## src/rtl/htm_pkg.sv

```systemverilog
package htm_pkg;
  localparam int WORD_W = 64;
  localparam int HALF_W = 32;
  localparam int DEV_W  = 8;
  localparam int CMD_W  = 8;
  localparam int TAG_W  = DEV_W + CMD_W;
  localparam int PAY_W  = WORD_W - TAG_W;
  localparam int CHAR_W = 8;
  localparam int CODE_W = PAY_W - 1;
  localparam int PAD_W  = WORD_W - TAG_W - CHAR_W - 1;

  localparam logic [DEV_W-1:0] DEV_SYS  = 8'd0;
  localparam logic [DEV_W-1:0] DEV_CON  = 8'd1;
  localparam logic [CMD_W-1:0] CMD_SYS  = 8'd0;
  localparam logic [CMD_W-1:0] CMD_GETC = 8'd0;
  localparam logic [CMD_W-1:0] CMD_PUTC = 8'd1;

  typedef enum logic [2:0] {
    ACT_IGNORE,
    ACT_EXIT,
    ACT_PUTC,
    ACT_GETC,
    ACT_BAD
  } act_e;

  typedef enum logic [1:0] {
    W_RSP_LO = 2'd0,
    W_RSP_HI = 2'd1,
    W_REQ_LO = 2'd2,
    W_REQ_HI = 2'd3
  } word_e;

  // tag above, optional 0x100-tagged character below
  function automatic logic [WORD_W-1:0] mk_rsp(input logic [TAG_W-1:0] tag,
                                               input logic ok,
                                               input logic [CHAR_W-1:0] ch);
    return {tag, {PAD_W{1'b0}}, ok, (ok ? ch : {CHAR_W{1'b0}})};
  endfunction
endpackage

```

## src/rtl/htm_addr_dec.sv

```systemverilog
module htm_addr_dec
  import htm_pkg::*;
#(
  parameter int AW      = 5,
  parameter int RSP_OFF = 0,
  parameter int REQ_OFF = 8
) (
  input  logic [AW-1:0] addr_i,
  output logic [3:0]    sel_o
);
  localparam int HALF_BYTES = HALF_W / 8;

  for (genvar i = 0; i < 4; i++) begin : g_word
    localparam int BASE = (i < 2) ? RSP_OFF : REQ_OFF;
    localparam int OFF  = BASE + (i % 2) * HALF_BYTES;
    assign sel_o[i] = (addr_i == AW'(OFF));
  end
endmodule

```

## src/rtl/htm_dispatch.sv

```systemverilog
module htm_dispatch
  import htm_pkg::*;
(
  input  logic [WORD_W-1:0] cmd_word_i,
  output act_e              act_o,
  output logic [CHAR_W-1:0] tx_byte_o,
  output logic [CODE_W-1:0] exit_code_o,
  output logic [WORD_W-1:0] rsp_o
);
  logic [DEV_W-1:0] dev;
  logic [CMD_W-1:0] cmd;
  logic [PAY_W-1:0] pay;

  assign dev = cmd_word_i[WORD_W-1 -: DEV_W];
  assign cmd = cmd_word_i[PAY_W +: CMD_W];
  assign pay = cmd_word_i[PAY_W-1:0];

  always_comb begin
    act_o = ACT_BAD;
    if (dev == DEV_SYS) begin
      if (cmd == CMD_SYS) act_o = pay[0] ? ACT_EXIT : ACT_IGNORE;
    end else if (dev == DEV_CON) begin
      if (cmd == CMD_GETC)      act_o = ACT_GETC;
      else if (cmd == CMD_PUTC) act_o = ACT_PUTC;
    end
  end

  assign tx_byte_o   = pay[CHAR_W-1:0];
  assign exit_code_o = pay[PAY_W-1:1];
  assign rsp_o       = mk_rsp(cmd_word_i[WORD_W-1 -: TAG_W], act_o == ACT_PUTC, pay[CHAR_W-1:0]);
endmodule

```

## src/rtl/htm_mailbox.sv

```systemverilog
module htm_mailbox
  import htm_pkg::*;
#(
  parameter int AW      = 5,
  parameter int RSP_OFF = 0,
  parameter int REQ_OFF = 8
) (
  input  logic              clk_i,
  input  logic              rst_ni,
  input  logic [AW-1:0]     bus_addr_i,
  input  logic              bus_we_i,
  input  logic [31:0]       bus_wdata_i,
  output logic [31:0]       bus_rdata_o,
  input  logic              rx_valid_i,
  input  logic [7:0]        rx_byte_i,
  output logic              tx_valid_o,
  output logic [7:0]        tx_byte_o,
  output logic              exit_valid_o,
  output logic [46:0]       exit_code_o,
  output logic              err_o,
  output logic              rsp_partial_o
);
  logic [3:0]        sel, wr;
  logic [WORD_W-1:0] req_q, rsp_q, merged, disp_rsp;
  logic [TAG_W-1:0]  pend_tag_q;
  logic              pend_v_q, allow_q, wip_q;
  logic              commit, rsp_busy;
  act_e              act;
  logic [CHAR_W-1:0] disp_byte;
  logic [CODE_W-1:0] disp_code;

  htm_addr_dec #(.AW(AW), .RSP_OFF(RSP_OFF), .REQ_OFF(REQ_OFF)) u_dec (
    .addr_i (bus_addr_i),
    .sel_o  (sel)
  );

  assign wr     = sel & {4{bus_we_i}};
  assign commit = wr[W_REQ_HI] && allow_q;
  assign merged = {bus_wdata_i, req_q[HALF_W-1:0]};

  htm_dispatch u_disp (
    .cmd_word_i  (merged),
    .act_o       (act),
    .tx_byte_o   (disp_byte),
    .exit_code_o (disp_code),
    .rsp_o       (disp_rsp)
  );

  // host writes and command responses take the response register before RX
  assign rsp_busy = wr[W_RSP_LO] || wr[W_RSP_HI] || (commit && act != ACT_GETC);

  always_comb begin
    bus_rdata_o = '0;
    if (sel[W_RSP_LO])      bus_rdata_o = rsp_q[HALF_W-1:0];
    else if (sel[W_RSP_HI]) bus_rdata_o = rsp_q[WORD_W-1:HALF_W];
    else if (sel[W_REQ_LO]) bus_rdata_o = req_q[HALF_W-1:0];
    else if (sel[W_REQ_HI]) bus_rdata_o = req_q[WORD_W-1:HALF_W];
  end

  always_ff @(posedge clk_i or negedge rst_ni) begin
    if (!rst_ni) begin
      req_q        <= '0;
      rsp_q        <= '0;
      pend_tag_q   <= '0;
      pend_v_q     <= 1'b0;
      allow_q      <= 1'b0;
      wip_q        <= 1'b0;
      tx_valid_o   <= 1'b0;
      tx_byte_o    <= '0;
      exit_valid_o <= 1'b0;
      exit_code_o  <= '0;
      err_o        <= 1'b0;
    end else begin
      tx_valid_o   <= 1'b0;
      exit_valid_o <= 1'b0;
      err_o        <= 1'b0;

      if (wr[W_REQ_LO]) begin
        if (req_q == '0) begin
          req_q   <= {{HALF_W{1'b0}}, bus_wdata_i};
          allow_q <= 1'b1;
        end else begin
          allow_q <= 1'b0;
        end
      end

      if (rx_valid_i && pend_v_q && !rsp_busy) begin
        rsp_q    <= mk_rsp(pend_tag_q, 1'b1, rx_byte_i);
        pend_v_q <= 1'b0;
      end

      if (commit) begin
        req_q <= '0;
        unique case (act)
          ACT_PUTC: begin
            tx_valid_o <= 1'b1;
            tx_byte_o  <= disp_byte;
            rsp_q      <= disp_rsp;
          end
          ACT_EXIT: begin
            exit_valid_o <= 1'b1;
            exit_code_o  <= disp_code;
            rsp_q        <= disp_rsp;
          end
          ACT_GETC: begin
            pend_tag_q <= merged[WORD_W-1 -: TAG_W];
            pend_v_q   <= 1'b1;
          end
          ACT_BAD: begin
            err_o <= 1'b1;
            rsp_q <= disp_rsp;
          end
          default: rsp_q <= disp_rsp;
        endcase
      end

      if (wr[W_RSP_LO]) begin
        rsp_q <= {{HALF_W{1'b0}}, bus_wdata_i};
        wip_q <= 1'b1;
      end else if (wr[W_RSP_HI]) begin
        rsp_q[WORD_W-1:HALF_W] <= bus_wdata_i;
        wip_q                  <= 1'b0;
      end
    end
  end

  assign rsp_partial_o = wip_q;
endmodule

```

## config.mk

```make
export PLATFORM = sky130hd
export DESIGN_NAME = htm_mailbox
export DESIGN_NICKNAME = d
export VERILOG_FILES = /design/src/rtl/htm_pkg.sv /design/src/rtl/htm_addr_dec.sv /design/src/rtl/htm_dispatch.sv /design/src/rtl/htm_mailbox.sv
export SDC_FILE = /design/constraint.sdc
export NUM_CORES = 1
export LEC_CHECK = 0
export BUFFER_PORTS_ARGS = -buffer_cell sky130_fd_sc_hd__buf_2
export CORE_MARGIN = 10
export CORE_UTILIZATION = 50
export CTS_CLUSTER_DIAMETER = 30
export DETAILED_ROUTE_END_ITERATION = 16
export PLACE_DENSITY = 0.77
export SYNTH_ARGS = -nofsm -noshare
export SYNTH_HDL_FRONTEND = slang
export SYNTH_SLANG_ARGS = --single-unit
```

## constraint.sdc

```tcl
create_clock -name clk_i -period 1.61 [get_ports clk_i]
set_input_delay 0.0805 -clock clk_i [delete_from_list [all_inputs] [get_ports clk_i]]
set_output_delay 0.0805 -clock clk_i [all_outputs]
set_load 0.03 [all_outputs]
```

Yosys cells after proc, flatten, opt, wreduce, memory -nomap -nowiden

Index checks and enable logic that the tools add are counted.

Output and inout bits: 91
Bits in registers: 205
Logic and storage cells: 72
Input bits: 49

Multiplexer cells: 32
Bitwise logic cells: 1
Reductions and logical operators: 18
Eq/ne operators: 10

Operators by type and width:

| cell                                                                    | number |
|---|---|
| 64-bit two-way mux                                                      | 6 |
| 32-bit two-way mux                                                      | 7 |
| 64-bit logical NOT                                                      | 1 |
| 8-bit by 1-bit equality test with 1-bit output, second input constant   | 2 |
| 8-bit logical NOT                                                       | 2 |
| 3-bit two-way mux                                                       | 5 |
| 1-bit two-way mux                                                       | 13 |
| 5-bit by 4-bit equality test with 1-bit output, second input constant   | 2 |
| 8-bit two-way mux                                                       | 1 |
| 2-bit AND reduction                                                     | 4 |
| 3-bit by 2-bit equality test with 1-bit output, second input constant   | 2 |
| 2-bit nonzero test                                                      | 3 |
| 5-bit by 3-bit equality test with 1-bit output, second input constant   | 1 |
| 5-bit logical NOT                                                       | 1 |
| 4-bit bitwise AND                                                       | 1 |
| 1-bit logical AND                                                       | 4 |
| 3-bit by 1-bit equality test with 1-bit output, second input constant   | 1 |
| 3-bit equality test, second input constant                              | 1 |
| 3-bit by 2-bit inequality test with 1-bit output, second input constant | 1 |
| 1-bit logical OR                                                        | 2 |
| 1-bit logical NOT                                                       | 1 |

Depth between registers and ports, before layout

Gate-level depths: netlist of run 1.

Depth in word-level cells: 15
Mapped depth: 7

Modules after synthesis

From an unflattened synthesis of run 1, not the netlist that was laid out.

Cells, all modules: 875
Area, all modules: 8938.6 um^2

By module, submodules not included:

| module       | area each (um^2) | seq. area each (um^2) | cells an instance | times used |
|---|---|---|---|---|
| htm_mailbox  | 7883.8           | 4329.2                | 738               | 1 |
| htm_dispatch | 1001.0           | 0.0                   | 130               | 1 |
| htm_addr_dec | 53.8             | 0.0                   | 7                 | 1 |

Least setup slack after synthesis of run 1

Ideal clock, no wire load.

Kind: input-to-reg
From: input port bus_addr_i[4]
To: register exit_code_o[38]
Cell stages on the path: 7
Setup time: 128 ps
Data required time: 1482 ps
Data arrival time: 1446 ps
Slack: 36 ps
Buffers on the path: 2
Cell sequence: nor4b_4 -> nand4_4 -> nor2_2 -> nand4_1 -> buf_4 -> buf_6 -> mux2_1

Word-level cells in the longest chain between the ends: 4

Ends and longest elaborated chain:

| item                                           | line               | RTL |
|---|---|---|
| start, declared                                | htm_mailbox.sv:10  | `input logic [AW-1:0] bus_addr_i,` |
| 5-bit by 4-bit equality test with 1-bit output | htm_addr_dec.sv:16 | `assign sel_o[i] = (addr_i == AW'(OFF));` |
| 4-bit bitwise AND                              | htm_mailbox.sv:37  | `assign wr = sel & {4{bus_we_i}};` |
| 1-bit logical AND                              | htm_mailbox.sv:38  | `assign commit = wr[W_REQ_HI] && allow_q;` |
| 2-bit AND reduction (no line)                  | -                  |  |
| end signal, assigned                           | htm_mailbox.sv:102 | `exit_code_o <= disp_code;` |
| end, declared                                  | htm_mailbox.sv:19  | `output logic [46:0] exit_code_o,` |

No other way between the ends.
A chain may end at the register's enable or synchronous reset.

Worst setup path in the final report of run 1

From: register req_q[2]
To: register req_q[2]

Word-level cells in the longest chain between the ends: 3

Ends and longest elaborated chain:

| item                          | line              | RTL |
|---|---|---|
| start, declared               | htm_mailbox.sv:24 | `logic [WORD_W-1:0] req_q, rsp_q, merged, disp_rsp;` |
| start signal, assigned        | htm_mailbox.sv:80 | `req_q <= {{HALF_W{1'b0}}, bus_wdata_i};` |
| 64-bit logical NOT            | htm_mailbox.sv:79 | `if (req_q == '0) begin` |
| 2-bit nonzero test (no line)  | -                 |  |
| 2-bit AND reduction (no line) | -                 |  |

No other way between the ends.

==> flow_metrics.env, run 1 <==
export IMPL_grt_pass1_vias=6663
export IMPL_start_kind="flop"
export IMPL_gr_total_overflow=0
export IMPL_vias_per_cell=6.25
export IMPL_hpwlAfterDp_um=15000
export IMPL_setup_viol=109
export IMPL_skew_ps=15.7
export IMPL_cpPeakStageDelay_ps=420
export IMPL_period_minus_slack_ps=1800
export IMPL_io_buffers=139
export IMPL_hp_class="input pin to flop"
export IMPL_crit_fanout=6
export IMPL_status="finished with violations"
export IMPL_grt_pass1_wl_um=37000
export IMPL_initial_core_util=0.509
export IMPL_r2r_start="req_q[2]$_DFFE_PN0P_"
export IMPL_fin_setup_tns_ps=-12120
export IMPL_first_pass_iters=5
export IMPL_area_growth_syn_to_layout_pct=47.7
export IMPL_synth_nets=623
export IMPL_die_y_um=142
export IMPL_async_reset_ff_frac=1.00
export IMPL_root_buffer="clkbuf_16"
export IMPL_cts_tree="done"
export IMPL_placed_cell_area_um2=8980
export IMPL_rr_endpoint="req_q[2]$_DFFE_PN0P_"
export IMPL_post_place_cells=948
export IMPL_yosysWarnings=0
export IMPL_multiInputGateArea_um2=2870
export IMPL_min_to="rsp_q[55]$_DFF_PN0_"
export IMPL_fmaxAchievable_ghz=0.556
export IMPL_timing_final_ws_setup_ps=-189
export IMPL_nets=914
export IMPL_grt_max_degree=57
export IMPL_vias=6647
export IMPL_fill_cells=892
export IMPL_stdcell_count=1063
export IMPL_hold_depth=4
export IMPL_final_common_cell="dfrtp_1"
export IMPL_grt_usage=0.233
export IMPL_synth_top_area_share=0.586
export IMPL_dieWidth_um=142
export IMPL_required_ps=1990
export IMPL_critPathMostFrequentCell="buf_6"
export IMPL_hold_viol=0
export IMPL_drc=0
export IMPL_postSynthCellCount=574
export IMPL_clock_latency_ps=450
export IMPL_pre_cts_ws_ps=-459
export IMPL_power_density_nw_per_um2=1110
export IMPL_syn_area_um2=7390
export IMPL_critical_path_class="flop to flop"
export IMPL_worstMarginPinSlew_ps=590
export IMPL_synth_edf_count=0
export IMPL_drive_above_1_share=0.452
export IMPL_die_area_um2=20000
export IMPL_slew_headroom=0.606
export IMPL_rsz0062_at_grt="yes"
export IMPL_path_cells="buf_4 > nor4_2 > nand4_1 > nor3_4 > buf_6 > buf_6 > a22o_1"
export IMPL_ys_seq_area_frac=0.586
export IMPL_io_pins=140
export IMPL_mostFrequentLayoutCells="dfrtp_1, buf_2, buf_4"
export IMPL_fp_row_count=44
export IMPL_slew_violations=0
export IMPL_clkTransAtPathRegs_ps=70
export IMPL_cts_sinks=173
export IMPL_post_drt_wl_per_cell_um=24.4
export IMPL_fin_crit_sh=1.12
export IMPL_synth_ff_type="dfrtp_1"
export IMPL_antenna_found_initial=1
export IMPL_maxCapViolCount=0
export IMPL_reg2reg_slack_ps=-190
export IMPL_p_leak_uw=0.00575
export IMPL_syn_avg_cell_area_um2=12.9
export IMPL_ys_ff_latch=173
export IMPL_regArea_um2=4330
export IMPL_crit_path_end_kind="flop"
export IMPL_ir_drop_mv=0.800
export IMPL_reg2reg_depth=7
export IMPL_critPathSlowestCell="dfrtp_1"
export IMPL_cts_buffer_depth=2
export IMPL_synth_area_leaders="dfrtp_1, a22o_1, mux2_4"
export IMPL_routed_wl_um=26000
export IMPL_drt_iter0_markers=915
export IMPL_core_um2=14500
export IMPL_synth_cell_types=42
export IMPL_cts_buffers=17
export IMPL_yosys_area_top_type="dfrtp_1"
export IMPL_final_area_um2=10900
export IMPL_htree_levels=4
export IMPL_arrival_ps=2180
export IMPL_violations="negative setup slack"
export IMPL_ant_nets=0
export IMPL_gp_congestion=0.896
export IMPL_hold_start="bus_wdata_i[23]"
routing by layer:
metal | vias to the layer above | part of all wire | global-route usage
met2 | 470 | 0.48 | 0.377
met4 | 0 | 0.044 | 0.100
met1 | 3334 | 0.37 | 0.281
met3 | 108 | 0.099 | 0.0721
li1 | 2735 | - | -
met5 | - | 0 | 0
cells in the mapped netlist (2+ instances only):
| library cell | number |
|---|---|
| o21ai_1 | 2 |
| mux2i_1 | 22 |
| o21ai_0 | 14 |
| clkbuf_1 | 24 |
| mux2_4 | 27 |
| nor2b_1 | 3 |
| nand3_1 | 13 |
| and4_1 | 4 |
| buf_1 | 3 |
| nand2_1 | 20 |
| o31ai_1 | 15 |
| a22o_1 | 71 |
| nor2_1 | 7 |
| dfrtp_1 | 173 |
| buf_4 | 2 |
| nor4b_4 | 2 |
| a222oi_1 | 32 |
| a211oi_1 | 3 |
| nand4_1 | 4 |
| nor3_1 | 3 |
| mux2_2 | 17 |
| buf_6 | 3 |
| inv_1 | 42 |
| buf_2 | 14 |
| and2_1 | 16 |
| a22oi_1 | 7 |
| a21oi_1 | 4 |
| nor4_1 | 11 |
| mux2_1 | 3 |
flip-flops by register name, summed over array words and instances, names as in the netlist:
name,cells
rsp_partial_o,1
exit_valid_o,1
err_o,1
tx_valid_o,1
pend_tag_q,16
tx_byte_o,8
allow_q,1
rsp_q,64
req_q,32
exit_code_o,47
pend_v_q,1
per-stage QoR:
stage                     hold WS (ps)  power [uW]  utilization
after CTS                         14.4       11700        0.707
after detailed placement          99.2        7050        0.618
after global placement            89.6        6970        0.618
after floorplan                   -215        6020            -
final                             19.3       12100        0.751
after global routing              38.0       12500        0.751
layout make-up:
cell class	instances	share of cell area
Tap cell	184	0.0211
Clock buffer	18	0.0393
Antenna cell	1	0.000229
Clock inverter	14	0.0175
Multi-Input combinational cell	312	0.263
Inverter	42	0.0144
Sequential cell	173	0.397
Timing Repair Buffer	319	0.248
power breakdown:
part           switching (uW)  internal (uW)
clock network            1800           2600
registers                 453           4870
logic                    1050           1350
worst max path at each step:
stage / from / to / slack (ps) / cells after the start
after floorplan: bus_addr_i[4] / exit_code_o[38]$_DFFE_PN0P_ / 40 / 7
after detailed placement: bus_wdata_i[20] / exit_code_o[32]$_DFFE_PN0P_ / -460 / 7
after CTS: req_q[26]$_DFFE_PN0P_ / req_q[15]$_DFFE_PN0P_ / -130 / 7
final: req_q[2]$_DFFE_PN0P_ / req_q[2]$_DFFE_PN0P_ / -190 / 7
after global routing: req_q[21]$_DFFE_PN0P_ / req_q[2]$_DFFE_PN0P_ / -260 / 6
after global placement: bus_wdata_i[20] / exit_code_o[28]$_DFFE_PN0P_ / -380 / 7
worst max-delay path, delay by kind of cell (launching register included):
family | cells | cell delay, ps
AO/OA/AOI/OAI | 1 | 170
flip-flops | 1 | 420
buffers and inverters | 3 | 440
AND/OR/NAND/NOR | 3 | 690
cell families after synthesis:
logic type,count (synthesis),synth area share
DFF,173,0.586
buffers and inverters,89,0.0518
AOI/OAI and AO/OA,152,0.172
and+or+nand+nor,91,0.0758
muxes,69,0.115
repair_timing:
action | in CTS | in global routing
hold buffers | 35 | 0
pin swaps | 18 | 35
endpoints found under the setup margin | 51 | 125
gates resized for setup | 51 | 102
cloned | 2 | 11
buffers inserted | 18 | 20
hold endpoints to repair | 141 | 0
(Power assumes the default switching activity.)
==> run 2: changes to the inputs <==
--- a/config.mk
+++ b/config.mk
@@ -7,10 +7,11 @@
 export LEC_CHECK = 0
 export BUFFER_PORTS_ARGS = -buffer_cell sky130_fd_sc_hd__buf_2
 export CORE_MARGIN = 10
-export CORE_UTILIZATION = 50
+export CORE_UTILIZATION = 52
 export CTS_CLUSTER_DIAMETER = 30
 export DETAILED_ROUTE_END_ITERATION = 16
-export PLACE_DENSITY = 0.77
+export PLACE_DENSITY = 0.78
 export SYNTH_ARGS = -nofsm -noshare
 export SYNTH_HDL_FRONTEND = slang
+export SYNTH_HIERARCHICAL = 1
 export SYNTH_SLANG_ARGS = --single-unit
==> flow_metrics.env, run 2 <==
export IMPL_final_area_um2=13300
export IMPL_largest_reg_flops=64
export IMPL_drc=0
export IMPL_clkTransAtPathRegs_ps=70
export IMPL_fill_cells=772
export IMPL_hp_class="input pin to flop"
export IMPL_synth_compound_gate_area_share=0.154
export IMPL_yosysWarnings=6
export IMPL_ir_drop_mv=0.873
export IMPL_synthSimpleGateAreaFrac=0.122
export IMPL_synth_ff_type="dfrtp_1"
export IMPL_fmaxAchievable_ghz=0.447
export IMPL_skew_ps=11.9
export IMPL_grt_pass1_vias=8273
export IMPL_grt_usage=0.262
export IMPL_mostFrequentLayoutCells="dfrtp_1, buf_4, buf_2"
export IMPL_vias=8987
export IMPL_grt_max_degree=51
export IMPL_slew_violations=0
export IMPL_stdcell_count=1330
export IMPL_io_buffers=139
export IMPL_ys_seq_area_frac=0.484
export IMPL_hold_viol=1
export IMPL_area_growth_syn_to_layout_pct=49.0
export IMPL_regMostFlops="rsp_q"
export IMPL_synth_top_area_share=0.484
export IMPL_routed_wl_um=38100
export IMPL_p_leak_uw=0.00641
export IMPL_ys_top_cells_by_count="dfrtp_1, buf_4, o21ai_0"
export IMPL_start_kind="input pin"
export IMPL_hpwlAfterDp_um=18200
export IMPL_crit_path_end_kind="flop"
export IMPL_post_drt_wl_per_cell_um=28.7
export IMPL_worstMarginPinSlew_ps=574
export IMPL_ant_nets=0
export IMPL_synth_edf_count=0
export IMPL_synthMuxAreaShare=0.116
export IMPL_post_place_cells=1224
export IMPL_cts_tree="done"
export IMPL_ys_ff_latch=173
export IMPL_fin_crit_sh=1.39
export IMPL_violations="negative hold slack, negative setup slack"
export IMPL_drt_iter0_markers=1307
export IMPL_cts_sinks=173
export IMPL_first_pass_iters=6
export IMPL_antenna_found_initial=1
export IMPL_placed_cell_area_um2=10600
export IMPL_synthXorXnorAreaFrac=0
export IMPL_period_minus_slack_ps=2240
export IMPL_gp_congestion=0.855
export IMPL_cts_buffer_depth=2
export IMPL_synth_fa_ha_area_frac=0
export IMPL_clock_latency_ps=440
export IMPL_syn_area_um2=8940
export IMPL_yosys_area_top_type="dfrtp_1"
export IMPL_required_ps=1960
export IMPL_timing_final_ws_setup_ps=-629
export IMPL_setup_viol=204
export IMPL_cts_buffers=17
export IMPL_power_density_nw_per_um2=1050
export IMPL_core_um2=16700
export IMPL_synth_most_common_cell="dfrtp_1"
export IMPL_async_reset_ff_frac=1.00
export IMPL_gr_total_overflow=0
export IMPL_status="finished with violations"
export IMPL_fp_row_count=47
export IMPL_io_pins=140
export IMPL_dieWidth_um=151
export IMPL_htree_levels=4
export IMPL_crit_fanout=6
export IMPL_nets=1146
export IMPL_synth_cell_types=45
export IMPL_synth_top_family_by_area="compound AO/OA/AOI/OAI gates"
export IMPL_holdWs_ps=-12.6
export IMPL_initial_core_util=0.535
export IMPL_critical_path_class="input pin to flop"
export IMPL_maxCapViolCount=0
export IMPL_drive_above_1_share=0.552
export IMPL_slew_headroom=0.617
export IMPL_syn_avg_cell_area_um2=10.2
export IMPL_grt_pass1_wl_um=46700
export IMPL_root_buffer="clkbuf_16"
export IMPL_vias_per_cell=6.76
export IMPL_final_common_cell="dfrtp_1"
export IMPL_die_area_um2=22800
export IMPL_synth_area_leaders="dfrtp_1, buf_4, mux2_2"
export IMPL_rsz0062_at_grt="yes"
export IMPL_reg_largest_list="rsp_q x64, exit_code_o x47, req_q x32"
export IMPL_postSynthCellCount=875
export IMPL_arrival_ps=2590
export IMPL_die_y_um=151
-- run 2: cell count changes after synthesis, moves of 27 or more --
cell	change
a222oi_1	-32
a22o_1	-71
a22oi_1	+41
buf_4	+109
inv_1	-40
mux2_2	+35
mux2_4	-27
nand2_1	+54
nor2_1	+52
o21ai_0	+85
-- run 2: path summary, 6_finish.rpt --
check	start	end	slack, ps	cells after the start
max in group asynchronous	rst_ni	req_q[0]$_DFFE_PN0P_	820	3
worst max register to register	req_q[0]$_DFFE_PN0P_	rsp_q[31]$_DFF_PN0_	-360	8
min in group asynchronous	rst_ni	exit_code_o[17]$_DFFE_PN0P_	140	2
worst min register to register	rsp_partial_o$_DFFE_PN0P_	rsp_partial_o$_DFFE_PN0P_	480	2
worst min-delay path	bus_wdata_i[29]	rsp_q[61]$_DFF_PN0_	-10	4
worst max-delay path	bus_wdata_i[29]	rsp_q[9]$_DFF_PN0_	-630	12
-- run 2: critical path, cell delays in order --
cell and delay (ps):
buf_6 90, or4_4 580, nor4b_4 300, buf_4 190, o211a_4 200, nand3b_1 190
a32oi_4 330, buf_12 160, buf_12 120, buf_12 120, a221oi_2 60, nor2_1 160
-- run 2: repair_timing --
| action | CTS | global route |
|---|---|---|
| setup endpoints to repair | 202 | 205 |
| hold buffers | 24 | 0 |
| pin swaps | 47 | 66 |
| gates resized for setup | 177 | 138 |
| gates cloned | 8 | 11 |
| hold endpoints to repair | 209 | 0 |
| buffers inserted | 16 | 21 |
-- run 2: final cells by class --
type / instances / area (um2) / share of cell area
repair buffers: 337 / 3240 / 0.243
clock buffers: 22 / 484 / 0.0364
well taps: 220 / 275 / 0.0207
clock inverters: 9 / 110 / 0.00827
inverters: 2 / 7.51 / 0.000564
flip-flops and latches: 173 / 4330 / 0.325
multi-input cells: 566 / 4870 / 0.365
diodes: 1 / 2.50 / 0.000188
-- run 2: stage by stage --
step	total power, uW	setup TNS [ps]	setup slack [ps]	util	hold WS [ps]
5_1_grt	14300	-88510	-673	0.797	5.59
3_5_place_dp	8510	-129300	-871	0.634	42.8
2_1_floorplan	7570	-83960	-706	-	-215
3_3_place_gp	8360	-120250	-826	0.634	41.5
4_1_cts	13200	-61070	-406	0.741	4.12
6_report	14000	-79330	-629	0.797	-12.6
-- run 2: per-layer routing --
| metal | part of all wire | wire length, um | track usage |
|---|---|---|---|
| met5 | 0 | 0 | 0 |
| met4 | 0.072 | 2740 | 0.130 |
| met3 | 0.12 | 4680 | 0.0618 |
| met2 | 0.46 | 17500 | 0.421 |
| met1 | 0.35 | 13300 | 0.325 |
-- run 2: logic make-up after synthesis --
logic type,count (synthesis)
AOI/OAI and AO/OA,215
buffers and inverters,174
DFF,173
muxes,95
other,1
and+or+nand+nor,217
-- run 2: report_power, final --
part | internal, uW | leakage, uW | switching (uW) | total [uW]
Sequential | 5020 | 0.00230 | 686 | 5710
Clock | 2450 | 0.000285 | 1830 | 4270
Combinational | 1690 | 0.00382 | 2310 | 4000
Total | 9150 | 0.00641 | 4820 | 14000
